$ cat src/rtl/clkgen_pkg.sv
package clkgen_pkg;

  typedef enum logic [1:0] {
    WR_DIV   = 2'd0,
    WR_CTRL  = 2'd1,
    WR_ROUTE = 2'd2
  } wr_kind_e;

  localparam int WORD_W  = 32;
  localparam int ID_LSB  = 0;
  localparam int FLD_LSB = 8;
  localparam int EN_BIT  = 16;
  localparam int IDC_BIT = 17;
  localparam int OE_BIT  = 18;

endpackage

$ cat src/rtl/clkgen_src_sync.sv
module clkgen_src_sync #(
  parameter int NSRC = 4
) (
  input  logic            clk,
  input  logic            rst,
  input  logic [NSRC-1:0] src_i,
  output logic [NSRC-1:0] edge_o
);

  for (genvar k = 0; k < NSRC; k++) begin : g_src
    logic [2:0] samp;
    always_ff @(posedge clk) begin
      if (rst) samp <= '0;
      else     samp <= {samp[1:0], src_i[k]};
    end
    // any level change of the synchronized source is one half period
    assign edge_o[k] = samp[2] ^ samp[1];
  end

endmodule

$ cat src/rtl/clkgen_div.sv
module clkgen_div #(
  parameter int DIVW   = 8,
  parameter int NSRC   = 4,
  parameter int SRCW   = 2,
  parameter bit RST_EN = 1'b0
) (
  input  logic            clk,
  input  logic            rst,
  input  logic [NSRC-1:0] edge_i,
  input  logic            load_i,
  input  logic [SRCW-1:0] ld_src_i,
  input  logic [DIVW-1:0] ld_div_i,
  input  logic            ld_en_i,
  input  logic            ld_idc_i,
  input  logic            ld_oe_i,
  output logic            clk_o,
  output logic            pin_o,
  output logic            pend_o,
  output logic            en_o
);

  function automatic logic [DIVW-1:0] eff_div(input logic [DIVW-1:0] d);
    return (d == '0) ? DIVW'(1) : d;
  endfunction

  function automatic logic [DIVW:0] period_of(input logic [DIVW-1:0] d);
    return {eff_div(d), 1'b0};
  endfunction

  function automatic logic [DIVW-1:0] high_of(input logic [DIVW-1:0] d, input logic idc);
    logic [DIVW-1:0] e;
    e = eff_div(d);
    if (idc || e == DIVW'(1)) return e;
    return {e[DIVW-1:1], 1'b0};
  endfunction

  // active and staged settings
  logic [SRCW-1:0] a_src, p_src;
  logic [DIVW-1:0] a_div, p_div;
  logic            a_en, a_idc, a_oe, p_en, p_idc, p_oe;
  logic            pend, gclk, pin;
  logic [DIVW:0]   cnt;
  logic            sel_edge;
  logic [DIVW:0]   per_a;
  logic [DIVW-1:0] high_a;

  always_comb begin
    sel_edge = (int'(a_src) < NSRC) ? edge_i[a_src] : 1'b0;
    per_a    = period_of(a_div);
    high_a   = high_of(a_div, a_idc);
  end

  always_ff @(posedge clk) begin
    if (rst) begin
      a_src <= '0;  a_div <= DIVW'(1); a_en <= RST_EN; a_idc <= 1'b0; a_oe <= 1'b0;
      p_src <= '0;  p_div <= DIVW'(1); p_en <= 1'b0;   p_idc <= 1'b0; p_oe <= 1'b0;
      pend  <= 1'b0;
      gclk  <= 1'b0;
      pin   <= 1'b0;
      cnt   <= period_of(DIVW'(1)) - 1'b1;
    end else begin
      pin <= gclk & a_oe;
      if (load_i) begin
        p_src <= ld_src_i; p_div <= ld_div_i; p_en <= ld_en_i;
        p_idc <= ld_idc_i; p_oe  <= ld_oe_i;
        pend  <= 1'b1;
      end
      if (pend && !a_en) begin
        // idle generator: apply at once, first edge starts a high phase
        a_src <= p_src; a_div <= p_div; a_en <= p_en; a_idc <= p_idc; a_oe <= p_oe;
        pend  <= 1'b0;
        cnt   <= period_of(p_div) - 1'b1;
        gclk  <= 1'b0;
      end else if (a_en && sel_edge) begin
        if (cnt == per_a - 1'b1) begin
          cnt <= '0;
          if (pend) begin
            a_src <= p_src; a_div <= p_div; a_en <= p_en; a_idc <= p_idc; a_oe <= p_oe;
            pend  <= 1'b0;
            gclk  <= p_en;
          end else begin
            gclk <= 1'b1;
          end
        end else begin
          cnt  <= cnt + 1'b1;
          gclk <= ({1'b0, high_a} > (cnt + 1'b1));
        end
      end
    end
  end

  assign clk_o  = gclk;
  assign pin_o  = pin;
  assign pend_o = pend;
  assign en_o   = a_en;

endmodule

$ cat src/rtl/clkgen_route.sv
module clkgen_route #(
  parameter int NGEN  = 8,
  parameter int NCHAN = 16,
  parameter int GIDW  = 3,
  parameter int CHW   = 4
) (
  input  logic             clk,
  input  logic             rst,
  input  logic             wr_i,
  input  logic [CHW-1:0]   wr_chan_i,
  input  logic [GIDW-1:0]  wr_gen_i,
  input  logic             wr_en_i,
  input  logic [NGEN-1:0]  gen_clk_i,
  output logic [NCHAN-1:0] chan_clk_o,
  output logic             busy_o
);

  logic            rp, r_en;
  logic [CHW-1:0]  r_chan;
  logic [GIDW-1:0] r_gen;
  logic [GIDW-1:0] tbl_gen [NCHAN];
  logic            tbl_en  [NCHAN];

  always_ff @(posedge clk) begin
    if (rst) begin
      rp     <= 1'b0;
      r_en   <= 1'b0;
      r_chan <= '0;
      r_gen  <= '0;
      for (int c = 0; c < NCHAN; c++) begin
        tbl_gen[c] <= '0;
        tbl_en[c]  <= 1'b0;
      end
    end else begin
      rp <= wr_i;
      if (wr_i) begin
        r_chan <= wr_chan_i;
        r_gen  <= wr_gen_i;
        r_en   <= wr_en_i;
      end
      if (rp) begin
        tbl_gen[r_chan] <= r_gen;
        tbl_en[r_chan]  <= r_en;
      end
    end
  end

  for (genvar c = 0; c < NCHAN; c++) begin : g_chan
    always_ff @(posedge clk) begin
      if (rst) chan_clk_o[c] <= 1'b0;
      else     chan_clk_o[c] <= tbl_en[c] & gen_clk_i[tbl_gen[c]];
    end
  end

  assign busy_o = rp;

endmodule

$ cat src/rtl/clkgen_bank.sv
module clkgen_bank
  import clkgen_pkg::*;
#(
  parameter int NGEN  = 8,
  parameter int NSRC  = 4,
  parameter int DIVW  = 8,
  parameter int NCHAN = 16
) (
  input  logic              clk,
  input  logic              rst,
  input  logic [NSRC-1:0]   src_clk_i,
  input  logic              wr_en_i,
  input  logic [1:0]        wr_kind_i,
  input  logic [WORD_W-1:0] wr_data_i,
  output logic              busy_o,
  output logic [NGEN-1:0]   gen_clk_o,
  output logic [NGEN-1:0]   gen_pin_o,
  output logic [NCHAN-1:0]  chan_clk_o
);

  localparam int GIDW = $clog2(NGEN);
  localparam int SRCW = $clog2(NSRC);
  localparam int CHW  = $clog2(NCHAN);

  logic [NSRC-1:0] src_edge;
  logic [NGEN-1:0] gen_pend, gen_en_w, gen_load;
  logic            route_busy;

  // field decode
  logic [GIDW-1:0] gid;
  logic [DIVW-1:0] w_div;
  logic [SRCW-1:0] w_src;
  logic [CHW-1:0]  w_chan;
  logic            w_en, w_idc, w_oe;
  logic            acc, is_div, is_ctrl, is_route, gid_ok, chan_ok, gen_wr;
  logic            unused_word;

  assign gid      = wr_data_i[ID_LSB +: GIDW];
  assign w_div    = wr_data_i[FLD_LSB +: DIVW];
  assign w_src    = wr_data_i[FLD_LSB +: SRCW];
  assign w_chan   = wr_data_i[FLD_LSB +: CHW];
  assign w_en     = wr_data_i[EN_BIT];
  assign w_idc    = wr_data_i[IDC_BIT];
  assign w_oe     = wr_data_i[OE_BIT];
  assign unused_word = ^wr_data_i;

  assign busy_o   = (|gen_pend) | route_busy;
  assign acc      = wr_en_i && !busy_o;
  assign is_div   = (wr_kind_i == WR_DIV);
  assign is_ctrl  = (wr_kind_i == WR_CTRL);
  assign is_route = (wr_kind_i == WR_ROUTE);
  assign gid_ok   = int'(gid) < NGEN;
  assign chan_ok  = int'(w_chan) < NCHAN;
  assign gen_wr   = acc && (is_div || is_ctrl) && gid_ok;

  // shadow of the last written settings, merged into each staged load
  logic [SRCW-1:0] sh_src [NGEN];
  logic [DIVW-1:0] sh_div [NGEN];
  logic            sh_en  [NGEN];
  logic            sh_idc [NGEN];
  logic            sh_oe  [NGEN];

  always_ff @(posedge clk) begin
    if (rst) begin
      for (int g = 0; g < NGEN; g++) begin
        sh_src[g] <= '0;
        sh_div[g] <= DIVW'(1);
        sh_en[g]  <= (g == 0);
        sh_idc[g] <= 1'b0;
        sh_oe[g]  <= 1'b0;
      end
    end else if (gen_wr) begin
      if (is_div) begin
        sh_div[gid] <= w_div;
      end else begin
        sh_src[gid] <= w_src;
        sh_en[gid]  <= w_en;
        sh_idc[gid] <= w_idc;
        sh_oe[gid]  <= w_oe;
      end
    end
  end

  logic [SRCW-1:0] ld_src;
  logic [DIVW-1:0] ld_div;
  logic            ld_en, ld_idc, ld_oe;

  always_comb begin
    ld_div = is_div ? w_div  : sh_div[gid];
    ld_src = is_div ? sh_src[gid] : w_src;
    ld_en  = is_div ? sh_en[gid]  : w_en;
    ld_idc = is_div ? sh_idc[gid] : w_idc;
    ld_oe  = is_div ? sh_oe[gid]  : w_oe;
  end

  clkgen_src_sync #(.NSRC(NSRC)) u_sync (
    .clk(clk), .rst(rst), .src_i(src_clk_i), .edge_o(src_edge)
  );

  for (genvar g = 0; g < NGEN; g++) begin : g_gen
    assign gen_load[g] = gen_wr && (gid == GIDW'(g));
    clkgen_div #(
      .DIVW(DIVW), .NSRC(NSRC), .SRCW(SRCW), .RST_EN(g == 0)
    ) u_div (
      .clk(clk), .rst(rst), .edge_i(src_edge), .load_i(gen_load[g]),
      .ld_src_i(ld_src), .ld_div_i(ld_div), .ld_en_i(ld_en),
      .ld_idc_i(ld_idc), .ld_oe_i(ld_oe),
      .clk_o(gen_clk_o[g]), .pin_o(gen_pin_o[g]),
      .pend_o(gen_pend[g]), .en_o(gen_en_w[g])
    );
  end

  clkgen_route #(
    .NGEN(NGEN), .NCHAN(NCHAN), .GIDW(GIDW), .CHW(CHW)
  ) u_route (
    .clk(clk), .rst(rst),
    .wr_i(acc && is_route && chan_ok),
    .wr_chan_i(w_chan), .wr_gen_i(gid), .wr_en_i(w_en),
    .gen_clk_i(gen_clk_o), .chan_clk_o(chan_clk_o), .busy_o(route_busy)
  );

endmodule

$ cat config.mk
export PLATFORM = sky130hd
export DESIGN_NAME = clkgen_bank
export DESIGN_NICKNAME = d
export VERILOG_FILES = /design/src/rtl/clkgen_pkg.sv /design/src/rtl/clkgen_src_sync.sv /design/src/rtl/clkgen_div.sv /design/src/rtl/clkgen_route.sv /design/src/rtl/clkgen_bank.sv
export SDC_FILE = /design/constraint.sdc
export NUM_CORES = 1
export LEC_CHECK = 0
export BUFFER_PORTS_ARGS = -buffer_cell sky130_fd_sc_hd__buf_2
export CAP_MARGIN = 20
export CORE_MARGIN = 8
export CORE_UTILIZATION = 30
export CTS_CLUSTER_SIZE = 12
export DETAILED_ROUTE_END_ITERATION = 10
export HOLD_SLACK_MARGIN = 0.05
export PLACE_DENSITY = 0.57
export SETUP_SLACK_MARGIN = 0.05
export SYNTH_ARGS = -nofsm -noshare
export SYNTH_HDL_FRONTEND = slang
export SYNTH_SLANG_ARGS = --single-unit
$ cat constraint.sdc
create_clock -name clk -period 3.4 [get_ports clk]
set_input_delay 1.02 -clock clk [delete_from_list [all_inputs] [get_ports clk]]
set_output_delay 1.02 -clock clk [all_outputs]
set_load 0.05 [all_outputs]
==> results by group <==
Timing
  • Fin. Hold Viols: 0
  • Tmin final: 3.20 ns
  • Max-slew violations: 0
  • Slew HR: 31.7%
  • Final Skew: 0.0258 ns
  • Final Setup Violations: 0
  • Max Fclk: 0.313 GHz
  • Final period util: 94.0%
  • RSZ-0062 raised after global routing: true
  • Worst-Margin Slew: 1.02 ns

Synth
  • Synth warn: 0
  • Top cell type's share of synthesized area: 24.5%
  • Sequential area share after synthesis: 42.5%
  • Asr flop ratio synth: 0%
  • Count leader, synth: dfxtp_1
  • Post-Syn Nets: 3,080
  • Synth cell count leaders: dfxtp_1 (342), nor2_1 (338), nand2_1 (235), clkbuf_1 (197), mux2i_1 (178)
  • Top cell type by total area after synthesis: dfxtp_1
  • Top cells by area, synth: dfxtp_1 (25%), edfxtp_1 (18%), mux2i_1 (6.4%)
  • Mapped Area: 27,900 um2
  • Synth Instances: 2,943
  • Ys flop type: dfxtp_1
  • Seq cells post-synth: 509
  • Mean Syn Cell Area: 9.49 um2
  • Number of synthesized flops with an enable pin: 167
  • Unique masters post-synth: 91

Power and ir drop
  • Leak pwr: 12.2 nW
  • Max VDD drop: 366 uV
  • P per Cell Area: 427 nW/um2

Worst setup path
  • CP endpoint kind: register
  • Setup CP Type: reg2reg
  • CP Max Fanout: 6
  • Worst R2R End: g_gen[6].u_div.clk_o
  • Flop-to-flop setup slack: 0.20 ns
  • Worst Setup SP: g_gen[6].u_div.a_div[4]
  • Worst R2R Path Depth: 11
  • WP data arrival: 3.70 ns
  • Critical path destination: g_gen[6].u_div.clk_o
  • Crit start category: register
  • Reg2reg start: g_gen[6].u_div.a_div[4]
  • Worst Path Required: 3.91 ns

Floorplanning
  • Die H: 321 um
  • Core Box Area: 92,800 um2
  • Die width: 321 um
  • Total die area: 103,000 um2
  • Site Rows: 112
  • Initial Util: 30.1%
  • IO Count: 74

Run
  • Max_cap viols: 0

Layout
  • Fin util: 34.3%
  • Final #Nets: 3,091
  • Final instance area: 31,900 um2
  • Layout cells sized above 1: 14.5%
  • Layout Area Growth over Synthesis: 14.1%
  • Antenna Cells: 0

Clocking
  • Hold Buf Count CTS: 0
  • Clock-pin transition on the worst setup and hold timing paths: 0.06 ns
  • Num Clock Sinks: 509
  • Clk buf depth: 3
  • Clk Latency, worst-skew pair: 0.62 ns
  • Total CTS buffers: 58
  • H-Tree Depth: 2
  • CTS tree: yes
  • Clock Tree Root: clkbuf_16

Detailed routing
  • Drc violations: 0
  • Vias per cell: 4.96
  • Drt wl/cell: 17.3 um
  • Detailed Routing Iterations Pass 1: 5
  • DRT Wirelength: 73,800 um
  • DR iter-0 viols: 1,608
  • Via count: 21,100
  • Antenna viol nets, final: 0

Placement
  • Port Buffers: 55
  • Post-DP Area: 29,900 um2
  • RePlAce Congestion: 0.888
  • Placed wire-length estimate: 52,500 um

Global routing
  • First-pass GRT wire length: 117,000 um
  • Pin count of the biggest net entering global routing: 62
  • Total gr overflow: 0
  • Tot GR Track Use: 13.9%
  • Initial antenna violation count: 1
  • Number of global-route vias before repair: 20,400

Min path
  • Worst Hold Class: reg2reg
  • Hold depth: 1

Outcome
  • Status: finished, final reports clean
layout make-up:
cell class	count	area (um2)
fillers	9556	60900
multi-input cells	2123	14800
flip-flops and latches	509	11900
clock buffers	77	1620
well taps	1254	1570
repair buffers	196	1440
clock inverters	31	293
inverters	66	248
cells by family (layout without fill, tap and decap cells):
group / count (synthesis) / in the layout / share of synthesized area [%]
AOI/OAI and AO/OA: 455 / 455 / 10.7
xor gates and xnor gates: 168 / 168 / 5.32
adders and majority gates: 96 / 96 / 4.30
buffers and inverters: 311 / 370 / 4.62
DFF: 509 / 509 / 42.5
muxes: 246 / 246 / 11.8
and+or+nand+nor: 1158 / 1158 / 20.8
worst min path at each step:
stage / start / end / slack (ns)
global route: u_sync.g_src[1].samp[0] / u_sync.g_src[1].samp[1] / 0.47
floorplan: g_gen[2].u_div.a_oe / g_gen[2].u_div.pin_o / 0.41
CTS: g_gen[5].u_div.a_oe / g_gen[5].u_div.pin_o / 0.44
global placement: g_gen[5].u_div.a_oe / g_gen[5].u_div.pin_o / 0.42
finish: u_sync.g_src[1].samp[0] / u_sync.g_src[1].samp[1] / 0.44
detailed placement: g_gen[5].u_div.a_oe / g_gen[5].u_div.pin_o / 0.43
flip-flops by register name, summed over array words and instances (netlist names), 12 cells and up:
name	count
u_route.chan_clk_o	16
sh_div	64
g_gen.u_div.a_src	16
g_gen.u_div.p_src	16
u_route.tbl_en	16
sh_src	16
u_route.tbl_gen	48
g_gen.u_div.a_div	64
u_sync.g_src.samp	12
g_gen.u_div.cnt	72
g_gen.u_div.p_div	64
what timing repair did:
item                       CTS  global route
setup endpoints to repair    0            42
setup buffers                0             2
resized for setup            0             5
layout by cell type (no fill, tap or decap), types with 26 or more instances in the layout:
cell type	instances
nand2b_1	30
clkbuf_16	58
nor3_1	70
a21oi_1	163
buf_2	54
edfxtp_1	167
nor2b_1	41
and2_1	131
a31oi_1	26
nor2_1	335
buf_4	133
nand3_1	63
dfxtp_1	342
mux4_2	66
or3_1	34
or2_2	30
ha_1	96
nand2_1	234
xnor2_1	93
and3_1	62
nand4_1	29
inv_1	64
mux2i_1	178
o21ai_0	68
xor2_1	74
power breakdown:
| part | switching [mW] | internal, mW |
|---|---|---|
| combinational | 0.568 | 0.324 |
| sequential | 0.0939 | 6.38 |
| clock | 2.58 | 3.65 |
metal layers:
layer  vias up  track usage [%]  routed length (um)
met1     10100             19.3               35200
met3       115             1.82                3010
met4         0             4.42                2200
met2       417             22.2               33500
met5         -                0                   0
li1      10500                -                   -
critical path, cell delays in order (launching register included):
cell	delay, ns
dfxtp_1	0.32
nor4_2	0.36
nor4b_2	0.32
nor2_1	0.10
ha_1	0.26
a31o_2	0.21
a2111oi_0	0.37
nand4_1	0.15
buf_4	0.19
a2111oi_0	0.38
o21ai_0	0.14
a311oi_1	0.28
through the flow:
stage | total power [mW] | TNS [ns] | std cells | setup WS (ns) | hold slack [ns]
final | 13.6 | 0 | 4256 | 0.204 | 0.440
after detailed placement | 7.50 | 0 | 4146 | 0.0842 | 0.427
after global placement | 7.49 | 0 | 4145 | 0.144 | 0.422
after floorplan | 7.13 | 0 | 2943 | 0.210 | 0.409
after global routing | 14.1 | -0.0217 | 4256 | -0.0217 | 0.467
after CTS | 13.8 | 0 | 4254 | 0.0504 | 0.442
No activity file was read; power rests on OpenSTA's default activity.
